===== src/rtl/dram_inj_pkg.sv =====
package dram_inj_pkg;
  localparam int WORD_W     = 16;
  localparam int DATA_WORDS = 8;
  localparam int QUAD_W     = 2;
  localparam int REG_W      = 32;

  localparam logic [1:0] RSEL_CTRL = 2'd0;
  localparam logic [1:0] RSEL_ADDR = 2'd1;
  localparam logic [1:0] RSEL_PORT = 2'd2;

  localparam int         CTRL_ECC_BIT = 22;
  localparam int         TGT_LSB      = 28;
  localparam int         TGT_W        = 4;
  localparam logic [3:0] TGT_ECC      = 4'h8;
  localparam int         QUAD_LSB     = 1;
  localparam int         MASK_LSB     = 20;
  localparam int         ERR_EN_BIT   = 18;
  localparam int         WR_REQ_BIT   = 17;
  localparam int         RD_REQ_BIT   = 16;

  // Flip pattern applied to one word of a beat
  function automatic logic [WORD_W-1:0] word_flip(input logic fire, input logic sel,
                                                  input logic [WORD_W-1:0] vec);
    return (fire && sel) ? vec : '0;
  endfunction

  function automatic logic quad_match(input logic [QUAD_W-1:0] a, input logic [QUAD_W-1:0] b);
    return a == b;
  endfunction
endpackage


===== src/rtl/dram_inj_regs.sv =====
module dram_inj_regs
  import dram_inj_pkg::*;
#(
  parameter int VEC_W  = WORD_W,
  parameter int MASK_W = DATA_WORDS + 1,
  parameter int QW     = QUAD_W
) (
  input  logic              clk,
  input  logic              rst_n,
  input  logic              reg_wr,
  input  logic [1:0]        reg_addr,
  input  logic [REG_W-1:0]  reg_wdata,
  output logic [REG_W-1:0]  reg_rdata,
  input  logic              inj_fire,
  output logic              ecc_en,
  output logic [QW-1:0]     quad_sel,
  output logic [MASK_W-1:0] word_mask,
  output logic [VEC_W-1:0]  err_vec,
  output logic              wr_req,
  output logic              rearm
);
  logic              ecc_en_q;
  logic [TGT_W-1:0]  tgt_q;
  logic [QW-1:0]     quad_q;
  logic [MASK_W-1:0] mask_q;
  logic [VEC_W-1:0]  vec_q;
  logic              errena_q, wrreq_q, rdreq_q;

  logic ctrl_go, addr_go, port_go;
  assign ctrl_go = reg_wr && (reg_addr == RSEL_CTRL);
  assign addr_go = reg_wr && (reg_addr == RSEL_ADDR);
  assign port_go = reg_wr && (reg_addr == RSEL_PORT) && (tgt_q == TGT_ECC);
  assign rearm   = port_go && reg_wdata[WR_REQ_BIT];

  logic unused_wdata;
  assign unused_wdata = reg_wdata[19];

  always_ff @(posedge clk or negedge rst_n) begin
    if (!rst_n) begin
      ecc_en_q <= 1'b0;
      tgt_q    <= '0;
      quad_q   <= '0;
      mask_q   <= '0;
      vec_q    <= '0;
      errena_q <= 1'b0;
      wrreq_q  <= 1'b0;
      rdreq_q  <= 1'b0;
    end else begin
      if (ctrl_go) ecc_en_q <= reg_wdata[CTRL_ECC_BIT];
      if (addr_go) begin
        tgt_q  <= reg_wdata[TGT_LSB +: TGT_W];
        quad_q <= reg_wdata[QUAD_LSB +: QW];
      end
      if (port_go) begin
        mask_q   <= reg_wdata[MASK_LSB +: MASK_W];
        vec_q    <= reg_wdata[VEC_W-1:0];
        errena_q <= reg_wdata[ERR_EN_BIT];
        rdreq_q  <= reg_wdata[RD_REQ_BIT];
        wrreq_q  <= reg_wdata[WR_REQ_BIT];
      end else if (inj_fire) begin
        wrreq_q  <= 1'b0;
      end
    end
  end

  always_comb begin
    reg_rdata = '0;
    case (reg_addr)
      RSEL_CTRL: reg_rdata[CTRL_ECC_BIT] = ecc_en_q;
      RSEL_ADDR: begin
        reg_rdata[TGT_LSB +: TGT_W] = tgt_q;
        reg_rdata[QUAD_LSB +: QW]   = quad_q;
      end
      RSEL_PORT: begin
        reg_rdata[MASK_LSB +: MASK_W] = mask_q;
        reg_rdata[ERR_EN_BIT]         = errena_q;
        reg_rdata[WR_REQ_BIT]         = wrreq_q;
        reg_rdata[RD_REQ_BIT]         = rdreq_q;
        reg_rdata[VEC_W-1:0]          = vec_q;
      end
      default: ;
    endcase
  end

  assign ecc_en    = ecc_en_q;
  assign quad_sel  = quad_q;
  assign word_mask = mask_q;
  assign err_vec   = vec_q;
  assign wr_req    = wrreq_q;

  AST_REQ_CLEARS: assert property (@(posedge clk) disable iff (!rst_n)
    inj_fire && !port_go |=> !wrreq_q);
  AST_IGNORED_PORT_WR: assert property (@(posedge clk) disable iff (!rst_n)
    reg_wr && reg_addr == RSEL_PORT && tgt_q != TGT_ECC |=> $stable(vec_q) && $stable(mask_q));
  AST_PENDING_WHILE_OFF: assert property (@(posedge clk) disable iff (!rst_n)
    wrreq_q && !ecc_en_q && !reg_wr |=> wrreq_q);
endmodule


===== src/rtl/dram_inj_path.sv =====
module dram_inj_path
  import dram_inj_pkg::*;
#(
  parameter int WW     = WORD_W,
  parameter int NDATA  = DATA_WORDS,
  parameter int QW     = QUAD_W,
  localparam int NWORD  = NDATA + 1,
  localparam int BEAT_W = WW * NWORD
) (
  input  logic              clk,
  input  logic              rst_n,
  input  logic              beat_vld,
  input  logic [QW-1:0]     beat_quad,
  input  logic [BEAT_W-1:0] beat_data,
  input  logic              arm,
  input  logic              ecc_en,
  input  logic [QW-1:0]     quad_sel,
  input  logic [NWORD-1:0]  word_mask,
  input  logic [WW-1:0]     err_vec,
  output logic              out_vld,
  output logic [BEAT_W-1:0] out_data,
  output logic              inj_fire
);
  logic [BEAT_W-1:0] beat_mod;

  assign inj_fire = beat_vld && arm && ecc_en && quad_match(beat_quad, quad_sel);

  for (genvar w = 0; w < NWORD; w++) begin : g_word
    assign beat_mod[w*WW +: WW] = beat_data[w*WW +: WW] ^ word_flip(inj_fire, word_mask[w], err_vec);
  end

  always_ff @(posedge clk or negedge rst_n) begin
    if (!rst_n) begin
      out_vld  <= 1'b0;
      out_data <= '0;
    end else begin
      out_vld <= beat_vld;
      if (beat_vld) out_data <= beat_mod;
    end
  end

  AST_LATENCY_VLD: assert property (@(posedge clk) disable iff (!rst_n)
    beat_vld |=> out_vld);
  AST_SINGLE_VLD: assert property (@(posedge clk) disable iff (!rst_n)
    !beat_vld |=> !out_vld);
  AST_PASS_CLEAN: assert property (@(posedge clk) disable iff (!rst_n)
    beat_vld && !inj_fire |=> out_data == $past(beat_data));
endmodule


===== src/rtl/dram_err_injector.sv =====
module dram_err_injector
  import dram_inj_pkg::*;
#(
  parameter int WW    = WORD_W,
  parameter int NDATA = DATA_WORDS,
  parameter int QW    = QUAD_W,
  localparam int NWORD  = NDATA + 1,
  localparam int BEAT_W = WW * NWORD
) (
  input  logic              clk,
  input  logic              rst_n,
  input  logic              reg_wr,
  input  logic [1:0]        reg_addr,
  input  logic [REG_W-1:0]  reg_wdata,
  output logic [REG_W-1:0]  reg_rdata,
  input  logic              beat_vld,
  input  logic [QW-1:0]     beat_quad,
  input  logic [BEAT_W-1:0] beat_data,
  output logic              out_vld,
  output logic [BEAT_W-1:0] out_data
);
  logic             inj_fire, ecc_en, wr_req, rearm;
  logic [QW-1:0]    quad_sel;
  logic [NWORD-1:0] word_mask;
  logic [WW-1:0]    err_vec;

  dram_inj_regs #(.VEC_W(WW), .MASK_W(NWORD), .QW(QW)) u_regs (
    .clk(clk), .rst_n(rst_n), .reg_wr(reg_wr), .reg_addr(reg_addr),
    .reg_wdata(reg_wdata), .reg_rdata(reg_rdata), .inj_fire(inj_fire),
    .ecc_en(ecc_en), .quad_sel(quad_sel), .word_mask(word_mask),
    .err_vec(err_vec), .wr_req(wr_req), .rearm(rearm)
  );

  dram_inj_path #(.WW(WW), .NDATA(NDATA), .QW(QW)) u_path (
    .clk(clk), .rst_n(rst_n), .beat_vld(beat_vld), .beat_quad(beat_quad),
    .beat_data(beat_data), .arm(wr_req), .ecc_en(ecc_en), .quad_sel(quad_sel),
    .word_mask(word_mask), .err_vec(err_vec), .out_vld(out_vld),
    .out_data(out_data), .inj_fire(inj_fire)
  );

  AST_ONE_SHOT: assert property (@(posedge clk) disable iff (!rst_n)
    inj_fire && !rearm |=> !inj_fire);
  AST_FIRE_NEEDS_REQ: assert property (@(posedge clk) disable iff (!rst_n)
    inj_fire |-> wr_req && ecc_en);
endmodule


===== config.mk =====
export PLATFORM = sky130hd
export DESIGN_NAME = dram_err_injector
export DESIGN_NICKNAME = d
export VERILOG_FILES = /design/src/rtl/dram_inj_pkg.sv /design/src/rtl/dram_inj_regs.sv /design/src/rtl/dram_inj_path.sv /design/src/rtl/dram_err_injector.sv
export SDC_FILE = /design/constraint.sdc
export NUM_CORES = 1
export LEC_CHECK = 0
export ABC_CLOCK_PERIOD_IN_PS = 2400
export BUFFER_PORTS_ARGS = -buffer_cell sky130_fd_sc_hd__buf_2
export CAP_MARGIN = 20
export CORE_ASPECT_RATIO = 0.7
export CORE_MARGIN = 5
export CORE_UTILIZATION = 37
export CTS_CLUSTER_SIZE = 10
export DETAILED_ROUTE_END_ITERATION = 7
export GPL_ROUTABILITY_DRIVEN = 0
export PLACE_DENSITY = 0.58
export SLEW_MARGIN = 40
export SYNTH_ARGS = -nofsm -noshare
export SYNTH_HDL_FRONTEND = slang
export SYNTH_SLANG_ARGS = --single-unit

===== constraint.sdc =====
create_clock -name clk -period 2.4 [get_ports clk]
set_input_delay 0.48 -clock clk [delete_from_list [all_inputs] [get_ports clk]]
set_output_delay 0.48 -clock clk [all_outputs]
set_load 0.02 [all_outputs]

---- After elaboration in Yosys (flattened, before gate mapping) ----
Cells that the tools add are included.
operators by class
  equal/unequal tests ..................... 4
  muxes and demuxes ....................... 19
  bitwise operators ....................... 9
  reductions and logical operators ........ 18
operator list
  operator              number
  $mux W16              10
  $xor A16 B16 Y16      9
  $logic_and A1 B1 Y1   16
  $mux W5               1
  $eq A4 B4 Y1 const B  1
  $pmux W1 S2           2
  $pmux W2 S2           1
  $mux W1               3
  $mux W3               1
  $eq A2 B1 Y1 const B  1
  $eq A2 B2 Y1          1
  $eq A2 B2 Y1 const B  1
  $logic_not A2 Y1      1
  $mux W2               1
  $reduce_bool A2 Y1    1
word-level totals
  register bits ........................... 180
  bits of input ports ..................... 184
  output and inout bits ................... 177
  logic and storage cells ................. 60

---- Logic depth before layout (Yosys ltp) ----
Gate-level depths: netlist of the first run.
  word-level depth ........................ 6
  depth in mapped cells ................... 6
  depth with buffers taken out ............ 5

---- Cells and area by module ----
From an unflattened synthesis of the first run, not the netlist that was laid out.
unflattened totals
  cells, all modules ...................... 1,084
  area, all modules ....................... 10,979.3 µm²
modules (own cells, without submodules)
  module         instances  cells each  area an instance (µm²)  seq. area each (µm²)
  dram_inj_path  1          960         9,317.7                 3,628.5
  dram_inj_regs  1          124         1,661.6                 875.8

---- Worst setup path after synthesis of the first run ----
No wires, ideal clock.
  path kind ............................... input-to-reg
  start point ............................. in reg_addr[0]
  end point ............................... reg u_regs.vec_q[0], in the netlist u_regs.err_vec[0]
  library setup time ...................... 0.125 ns
  data arrival time ....................... 1.812 ns
  required time ........................... 2.275 ns
  setup slack ............................. 0.463 ns
  cell stages on the path ................. 6
  buffers on the path ..................... 1
  cell sequence ........................... inv_1 > ha_1 > nand4b_1 > nor3_2 > buf_4 > mux2_2
on the way
  word-level cells in the longest chain between the ends .. 3
ends and longest elaborated chain
  what                              line                     text
  from (decl)                       dram_err_injector.sv:13  input logic [1:0] reg_addr,
  $eq A2 B2 Y1                      dram_inj_regs.sv:32      assign port_go = reg_wr && (reg_addr == RSEL_PORT) && (tgt_q == TGT_ECC);
  $logic_and A1 B1 Y1 (2 in a row)  dram_inj_regs.sv:32
  to (signal assigned)              dram_inj_regs.sv:56      vec_q <= reg_wdata[VEC_W-1:0];
  to (decl)                         dram_inj_regs.sv:26      logic [VEC_W-1:0] vec_q;
No other way between the ends.
A chain may end at the register's enable or synchronous reset.

---- Worst setup path after layout of the first run ----
  start point ............................. reg u_regs.vec_q[5], in the netlist u_regs.err_vec[5]
  end point ............................... out reg_rdata[5]
on the way
  word-level cells in the longest chain between the ends .. 1
ends and longest elaborated chain
  what       line                     text
  $mux W16   dram_inj_regs.sv:68      case (reg_addr)
  to (decl)  dram_err_injector.sv:15  output logic [REG_W-1:0] reg_rdata,
No other way between the ends.

==> impl_results.md, run 1 <==
- Worst VDD drop: 0.3692 mV
- Clk sinks: 180
- Slew Limit Fails: 0
- Non-filler cells, final: 1705
- Core Box Area: 30110 um2
- Metal2 WL: 17360 um
- Syn_area_per_cell: 12.28 um2
- Hold wc startpoint: reg_wdata[25]
- GR Overflow Total: 0
- Max stage delay on crit path: 0.79 ns
- Setup crit start kind: register
- # setup viols final: 0
- Yosys Warn Count: 0
- Die Wd: 219.2 um
- Top Layer Used: met5
- GRT Resource Usage Total: 21.41%
- Post-Route WL: 37580 um
- Final-stage net count: 1462
- Row cnt: 53
- Syn Inst Count: 923
- R2R setup slack: 0.68 ns
- DRT met1 WL: 17220 um
- Crit path cell chain: and2_1, buf_2
- Total number of H-tree levels: 4
- Worst Hold End: u_regs.word_mask[5]
- Global-route wire length before repair: 54690 um
- Fmax: 475.5 MHz
- Buffers on Ports: 358
- Slew @ Worst Pin: 0.7057 ns
- Yosys top cell area share: 39.73%
- Register clock-pin slew on the reported worst setup and hold paths: 0.07 ns
- Largest net degree at the start of global routing: 77
- Area grow syn2layout: 26.38%
- Static Leak: 7.222 nW
- Final Hold Viols: 0
- Slowest CP cell: dfrtp_1
- Mapped cell area: 11340 um2
- Wire per inst: 22.04 um
- Remaining routing DRC violations: 0
- PnR Total Power: 10.39 mW
- Synth Register Bits: 180
- Period utilisation layout: 87.62%
- Critical path peak fanout: 7
- Via density: 4.955
- CTS buffer count: 17
- Clock Root Buffer: clkbuf_16
- Share of post-route cells with drive strength above 1: 36.96%
- Post-DP HPWL: 27370 um
- Sequential area share after synthesis: 39.73%
- WHS Path Cells: 2
- Outcome: complete, no violations
- I/O pin count: 361
- Initial drt markers: 435
- HP Class: primary input to register
- RR Endpoint: u_path.out_data[37]
- Vias: 8449
- Setup Buffers After CTS: 0
- CP endpoint kind: output pin
- Minimum clock period: 2.103 ns
- Starting Density: 37.66%
- Die area: 34300 um2
- Worst r2r src: u_regs.quad_sel[1]
- Clk buf depth: 2
- CTS tree: done
- Rel. slew slack: 52.88%
- Initial antenna violation count: 6
- Required time of the critical path: 1.92 ns
- Power Density: 725.2 nW/um2
- Cells after DPL: 1667
- Clock Latency Late Sink: 0.44 ns
- Die H: 156.5 um
- Crit Path Class: register to output pin
- Final Util: 47.59%
- R2r worst-path depth: 4
- Syn Nets: 1110
- Top cells by area, synth: dfrtp_1 (40%), mux2i_1 (38%), xor2_1 (11%)
- Worst Path Arrival: 1.62 ns
- Vias in the first global route: 8613
- Distinct cells, synth: 21
- Skew final: 0.006959 ns
- WL met3: 2663 um
- Fin Setup TNS: 0 ns
- Max_cap viols: 0
- Post-synth top area cell: dfrtp_1
- Detailed-router iteration count before antenna repair: 4
- Post-route ant nets: 0
- RSZ-0062 raised after global routing: false
-- timing repair --
action | in CTS | in global routing
hold buffers | 1 | 0
gates resized for setup | 0 | 0
endpoints found under the hold margin | 42 | 0
-- critical path, delay by kind of cell (launching register included) --
kind	cells	cell delay, ns
buf+inv	1	0.16
flops	1	0.79
simple gates	1	0.23
-- layout by cell type, fill, tap and decap left out, types with 2 or more instances in the layout --
cell,synthesis,final
inv_1,2,2
buf_2,30,356
nand4_1,9,9
clkbuf_8,0,3
clkbuf_16,0,17
ha_1,3,3
mux2i_1,432,432
and2_1,27,27
mux2_2,35,35
dfrtp_1,180,180
buf_12,0,6
inv_6,0,3
clkinvlp_4,0,3
nand2_1,3,3
xor2_1,144,144
diode_2,0,5
clkinv_2,0,5
nor2b_1,3,3
a22oi_1,3,3
nor3_4,0,10
buf_4,4,34
-- stage by stage --
step	setup slack [ns]	instance area, um2	hold slack [ns]
after floorplan	0.4633	11340	0.1844
after global placement	0.1745	13730	0.4622
after detailed placement	0.3621	13740	0.4659
after CTS	0.2190	14320	0.2327
after global routing	0.2164	14320	0.2428
final	0.2972	14330	0.2637
-- metal layers --
layer / vias to the layer above / GRT usage [%]
met5: - / 0
met4: 6 / 3.825
met3: 26 / 6.227
met2: 199 / 33.89
met1: 4230 / 29.74
li1: 3988 / -
-- registers in the layout (all words and copies together), names as in the netlist --
name and cells:
u_regs.ecc_en 1, u_regs.rdreq_q 1, u_path.out_vld 1, u_regs.errena_q 1
u_regs.wr_req 1, u_regs.err_vec 16, u_path.out_data 144, u_regs.tgt_q 4
u_regs.quad_sel 2, u_regs.word_mask 9
-- area by class of cell --
| class | instances | area [um2] |
|---|---|---|
| clock inverters | 12 | 103.9 |
| well taps | 412 | 515.5 |
| flip-flops and latches | 180 | 4504 |
| diodes | 5 | 12.51 |
| clock buffers | 20 | 456.7 |
| repair buffers | 399 | 2196 |
| fillers | 2841 | 15780 |
| multi-input cells | 675 | 6531 |
| inverters | 2 | 7.507 |
-- report_power, final --
part	leakage, nW	switching [mW]	total (mW)	internal, mW
clock	0.273	1.30	2.79	1.49
combinational	4.80	2.10	3.60	1.50
sequential	2.15	0.557	4.01	3.45
total	7.22	3.96	10.4	6.43
-- Yosys cell counts --
cell type	number
mux2i_1	432
dfrtp_1	180
xor2_1	144
mux2_2	35
buf_2	30
and2_1	27
clkbuf_1	23
nor3_2	10
buf_6	9
nand4_1	9
buf_4	4
a22oi_1	3
ha_1	3
nand2_1	3
nor2b_1	3
inv_1	2
xor2_2	2
a22o_1	1
conb_1	1
nand4b_1	1
o31a_1	1
-- cells by family after synthesis --
| family | share of synthesized area, % |
|---|---|
| other | 0.03308 |
| and+or+nand+nor | 3.212 |
| muxes | 41.62 |
| DFF | 39.73 |
| buffers and inverters | 3.311 |
| adders and majority gates | 0.3311 |
| AOI/OAI and AO/OA | 0.3532 |
| xor gates and xnor gates | 11.41 |
-- how the worst max path moves through the flow --
stage,from,to,depth (start not counted),slack (ns)
CTS,u_regs.err_vec[5],reg_rdata[5],2,0.22
global route,u_regs.err_vec[5],reg_rdata[5],2,0.22
global placement,beat_quad[1],u_path.out_data[39],5,0.17
detailed placement,reg_addr[0],u_regs.err_vec[0],8,0.36
finish,u_regs.err_vec[5],reg_rdata[5],2,0.30
floorplan,reg_addr[0],u_regs.err_vec[0],6,0.46
No activity file was read; power rests on OpenSTA's default activity.
==> run 2: changes to the inputs <==
- RECOVER_POWER: default -> 50
==> run 2 against run 1 <==
The flow now finishes with violations (capacitance limit, slew limit). Fmax fell by 0.24%. Largest power group unchanged. Total power shrank 0.31%. Routed wire length about the same. Critical path type unchanged. Non-clock buffer count unchanged. Flip-flop and latch count unchanged.
==> impl_results.md, run 2 (synthesis results as in run 1) <==
- Sw Pwr: 3.967 mW
- Hold wc startpoint: reg_wdata[25]
- Max_cap viols: 1
- Combinational group share of total power: 34.4%
- Most common cell after layout, fill and taps aside: mux2i_1
- Slew @ Worst Pin: 1.568 ns
- Clock power frac: 26.9%
- Critical path peak fanout: 7
- Share of post-route cells with drive strength above 1: 30.59%
- Final Hold Viols: 0
- Power Density: 728.6 nW/um2
- Core Box Area: 30110 um2
- Most frequent cells in the layout: mux2i_1 (432), buf_2 (275), dfrtp_1 (180)
- CP endpoint kind: output pin
- Clk buf depth: 2
- Global-route wire length before repair: 54690 um
- R2r worst-path depth: 5
- RR Endpoint: u_path.out_data[135]
- Violated checks: capacitance limit, slew limit
- Skew final: 0.007229 ns
- Setup Buffers After CTS: 0
- Vias in the first global route: 8613
- Required time of the critical path: 1.92 ns
- Fmax: 474.4 MHz
- Area grow syn2layout: 25.39%
- Worst Path Arrival: 1.63 ns
- Post-CTS Hold Buffers: 1
- Die H: 156.5 um
- Initial antenna violation count: 6
- Filler cells: 2890
- Clk sinks: 180
- Worst Setup SP: u_regs.err_vec[5]
- P_int: 6.391 mW
- Largest reg by FF count: u_path.out_data
- Sequential share of power: 38.7%
- CTS tree: done
- Fin Setup TNS: 0 ns
- Clock Root Buffer: clkbuf_16
- Die Wd: 219.2 um
- HP Class: primary input to register
- Post-Route WL: 37600 um
- Starting Density: 37.66%
- Minimum clock period: 2.108 ns
- Vias: 8463
- Remaining routing DRC violations: 0
- Post-DP HPWL: 27370 um
- Crit Path Class: register to output pin
- GRT Resource Usage Total: 21.41%
- Clock Latency Late Sink: 0.44 ns
- I/O pin count: 361
- Detailed-router iteration count before antenna repair: 4
- CTS buffer count: 17
- Final Util: 47.22%
- GR Overflow Total: 0
- RSZ-0062 raised after global routing: false
- Static Leak: 6.989 nW
- Total number of H-tree levels: 4
- # setup viols final: 0
- Switching share of power: 38.30%
- Initial drt markers: 509
- Via density: 4.958
- Cells after DPL: 1667
- Register clock-pin slew on the reported worst setup and hold paths: 0.07 ns
- Outcome: finished, violations left
- Worst r2r src: u_regs.quad_sel[0]
- Die area: 34300 um2
- Final-stage net count: 1462
- Period utilisation layout: 87.83%
- Post-route ant nets: 0
- Worst Hold End: u_regs.word_mask[5]
- Largest net degree at the start of global routing: 77
- Row cnt: 53
- Largest register FFs: 144
- R2R setup slack: 0.68 ns
- Worst VDD drop: 0.3688 mV
- WHS Path Cells: 2
- Setup crit start kind: register
- Rel. slew slack: -4.515%
- CTS-repair resized insts: 0
- Non-filler cells, final: 1707
- Slew Limit Fails: 24
- Wire per inst: 22.03 um
- Buffers on Ports: 358
## run 2: cell type report
class | instances | area, um2 | share of cell area [%]
clock inverter | 12 | 103.9 | 0.7305
timing repair buffer | 399 | 2079 | 14.63
clock buffer | 20 | 456.7 | 3.212
tap | 412 | 515.5 | 3.626
multi-input combinational | 675 | 6531 | 45.94
inverter | 2 | 7.507 | 0.05281
sequential | 180 | 4504 | 31.68
antenna | 7 | 17.52 | 0.1232
## run 2: worst max-delay path, stage by stage (launching register included)
cell,delay (ns)
dfrtp_1,0.80
and2_1,0.23
buf_2,0.16
## run 2: how the worst max path moves through the flow
stage / end / slack [ns] / depth (start not counted)
after CTS: reg_rdata[5] / 0.22 / 2
after global placement: u_path.out_data[39] / 0.17 / 5
final: reg_rdata[5] / 0.29 / 2
after floorplan: u_regs.err_vec[0] / 0.46 / 6
after detailed placement: u_regs.err_vec[0] / 0.36 / 8
after global routing: u_path.out_data[123] / 0.22 / 3
## run 2: layer usage
metal | vias up | global-route usage [%] | part of all wire (%)
met1 | 4244 | 29.74 | 46
met4 | 6 | 3.825 | 0.86
met3 | 26 | 6.227 | 6.7
li1 | 3991 | - | -
met5 | - | 0 | 0.088
met2 | 196 | 33.89 | 46
## run 2: through the flow
stage	power [mW]	hold slack [ns]	instance area (um2)	worst slack (ns)
final	10.36	0.2643	14220	0.2921
after floorplan	6.079	0.1844	11340	0.4633
after global placement	7.615	0.4622	13730	0.1745
after CTS	10.55	0.2327	14320	0.2190
after detailed placement	7.705	0.4659	13740	0.3621
after global routing	10.92	0.2428	14200	0.2164
## run 2: power groups by stage
stage	Sequential [mW]	Combinational, mW	Clock, mW
global route	4.07	3.88	2.97
global placement	4.06	3.56	0
floorplan	4.07	2.01	0
finish	4.01	3.56	2.78
CTS	4.02	3.65	2.87
detailed placement	4.07	3.63	0
==> run 3: changes to the inputs <==
- RECOVER_POWER: 50 -> 25
==> run 3 against run 2 <==
The flow still finishes with violations (capacitance limit, slew limit). Sequential power about the same. Routed wire length decreased by 0.16%. Sequential share of layout area decreased by 0.21 points. Clock power about the same. Via count about the same. Largest power group unchanged.
==> impl_results.md, run 3 (synthesis results as in run 1) <==
- Most frequent cells in the layout: mux2i_1 (432), buf_2 (355), dfrtp_1 (180)
- Hold wc startpoint: reg_wdata[25]
- Slowest CP cell: dfrtp_1
- Register clock-pin slew on the reported worst setup and hold paths: 0.07 ns
- CP endpoint kind: output pin
- Rel. slew slack: -3.367%
- # setup viols final: 0
- Clock Root Buffer: clkbuf_16
- Crit path max-delay family: flip-flops
- Post-Route WL: 37540 um
- Via density: 4.959
- Critical path peak fanout: 7
- Violated checks: capacitance limit, slew limit
- Max_cap viols: 1
- Fin Setup TNS: 0 ns
- Crit path cell chain: and2_1, buf_2
- Initial drt markers: 461
- Max stage delay on crit path: 0.79 ns
- Worst r2r src: u_regs.quad_sel[0]
- Cells after DPL: 1667
- Buffers on Ports: 358
- Worst Setup SP: u_regs.err_vec[5]
- Die area: 34300 um2
- Crit Path Class: register to output pin
- Total number of H-tree levels: 4
- Worst Path Arrival: 1.63 ns
- Vias in the first global route: 8613
- Global-route wire length before repair: 54690 um
- Remaining routing DRC violations: 0
- Period utilisation layout: 87.71%
- CTS tree: done
- Fmax: 475.0 MHz
- Clk sinks: 180
- Minimum clock period: 2.105 ns
- Initial antenna violation count: 6
- Slew @ Worst Pin: 1.551 ns
- Worst VDD drop: 0.3722 mV
- Row cnt: 53
- Detailed-router iteration count before antenna repair: 4
- Clock Latency Late Sink: 0.44 ns
- Die H: 156.5 um
- Most common cell after layout, fill and taps aside: mux2i_1
- HP Class: primary input to register
- Final Hold Viols: 0
- Worst hold slack: 0.2619 ns
- Post-DP HPWL: 27370 um
- Vias: 8455
- Largest register FFs: 144
- Post-route ant nets: 0
- Power Density: 726.4 nW/um2
- Clk buf depth: 2
- Static Leak: 7.211 nW
- Largest reg by FF count: u_path.out_data
- RSZ-0062 raised after global routing: false
- Die Wd: 219.2 um
- Final Util: 47.54%
- Final-stage net count: 1462
- Wire per inst: 22.02 um
- Area grow syn2layout: 26.23%
- CTS-repair resized insts: 0
- GR Overflow Total: 0
- Largest net degree at the start of global routing: 77
- Starting Density: 37.66%
- Share of post-route cells with drive strength above 1: 36.80%
- Required time of the critical path: 1.92 ns
- I/O pin count: 361
- PnR Total Power: 10.40 mW
- Slew Limit Fails: 24
- Worst path bufs/invs: 1
- GRT Resource Usage Total: 21.41%
- Setup crit start kind: register
- Skew final: 0.006754 ns
- CTS buffer count: 17
- Non-filler cells, final: 1705
- Outcome: finished, violations left
- Core Box Area: 30110 um2
==> run 3: cell count changes in the layout (fill, tap and decap cells not counted), sizes merged <==
| cell | delta |
|---|---|
| clkbuf | -80 |
| buf | +80 |
| diode | -2 |
==> run 3: metrics by stage <==
stage | instance area, um2 | setup slack, ns
2_1_floorplan | 11340 | 0.4633
3_3_place_gp | 13730 | 0.1745
3_5_place_dp | 13740 | 0.3621
4_1_cts | 14320 | 0.2190
5_1_grt | 14300 | 0.2164
6_report | 14310 | 0.2949
==> run 3: path summary, 6_finish.rpt <==
| kind | end | slack, ns | cells after the start |
|---|---|---|---|
| max in group asynchronous | u_path.out_data[113] | 0.51 | 3 |
| worst max-delay path | reg_rdata[5] | 0.29 | 2 |
| min in group asynchronous | u_path.out_data[131] | 0.84 | 2 |
| worst min-delay path | u_regs.word_mask[5] | 0.26 | 2 |
| worst max register to register | u_path.out_data[135] | 0.67 | 5 |
| worst min register to register | u_regs.rdreq_q | 0.51 | 1 |
==> run 3: final cells by class <==
type                       instances  area, um2
fill                            2850      15800
multi-input combinational        675       6531
antenna                            5      12.51
clock buffer                      20      456.7
sequential                       180       4504
tap                              412      515.5
timing repair buffer             399       2180
clock inverter                    12      103.9
inverter                           2      7.507
==> run 3: timing repair <==
item	4_1_cts	5_1_grt
setup buffers	0	0
hold buffers	1	0
endpoints found under the hold margin	42	0
==> run 3: per-layer routing <==
layer,share of wire [%],wire length [um],up-vias,GRT usage (%)
met5,0.088,33,-,0
met4,0.76,285,6,3.825
met3,6.9,2608,25,6.227
met2,46,17410,202,33.89
met1,46,17200,4236,29.74
li1,-,-,3986,-
==> run 3: power by group <==
group / switching, mW / total, mW / internal [mW] / leakage (nW)
clock: 1.30 / 2.79 / 1.49 / 0.273
combinational: 2.11 / 3.60 / 1.49 / 4.79
sequential: 0.558 / 4.01 / 3.45 / 2.15
total: 3.97 / 10.4 / 6.43 / 7.21
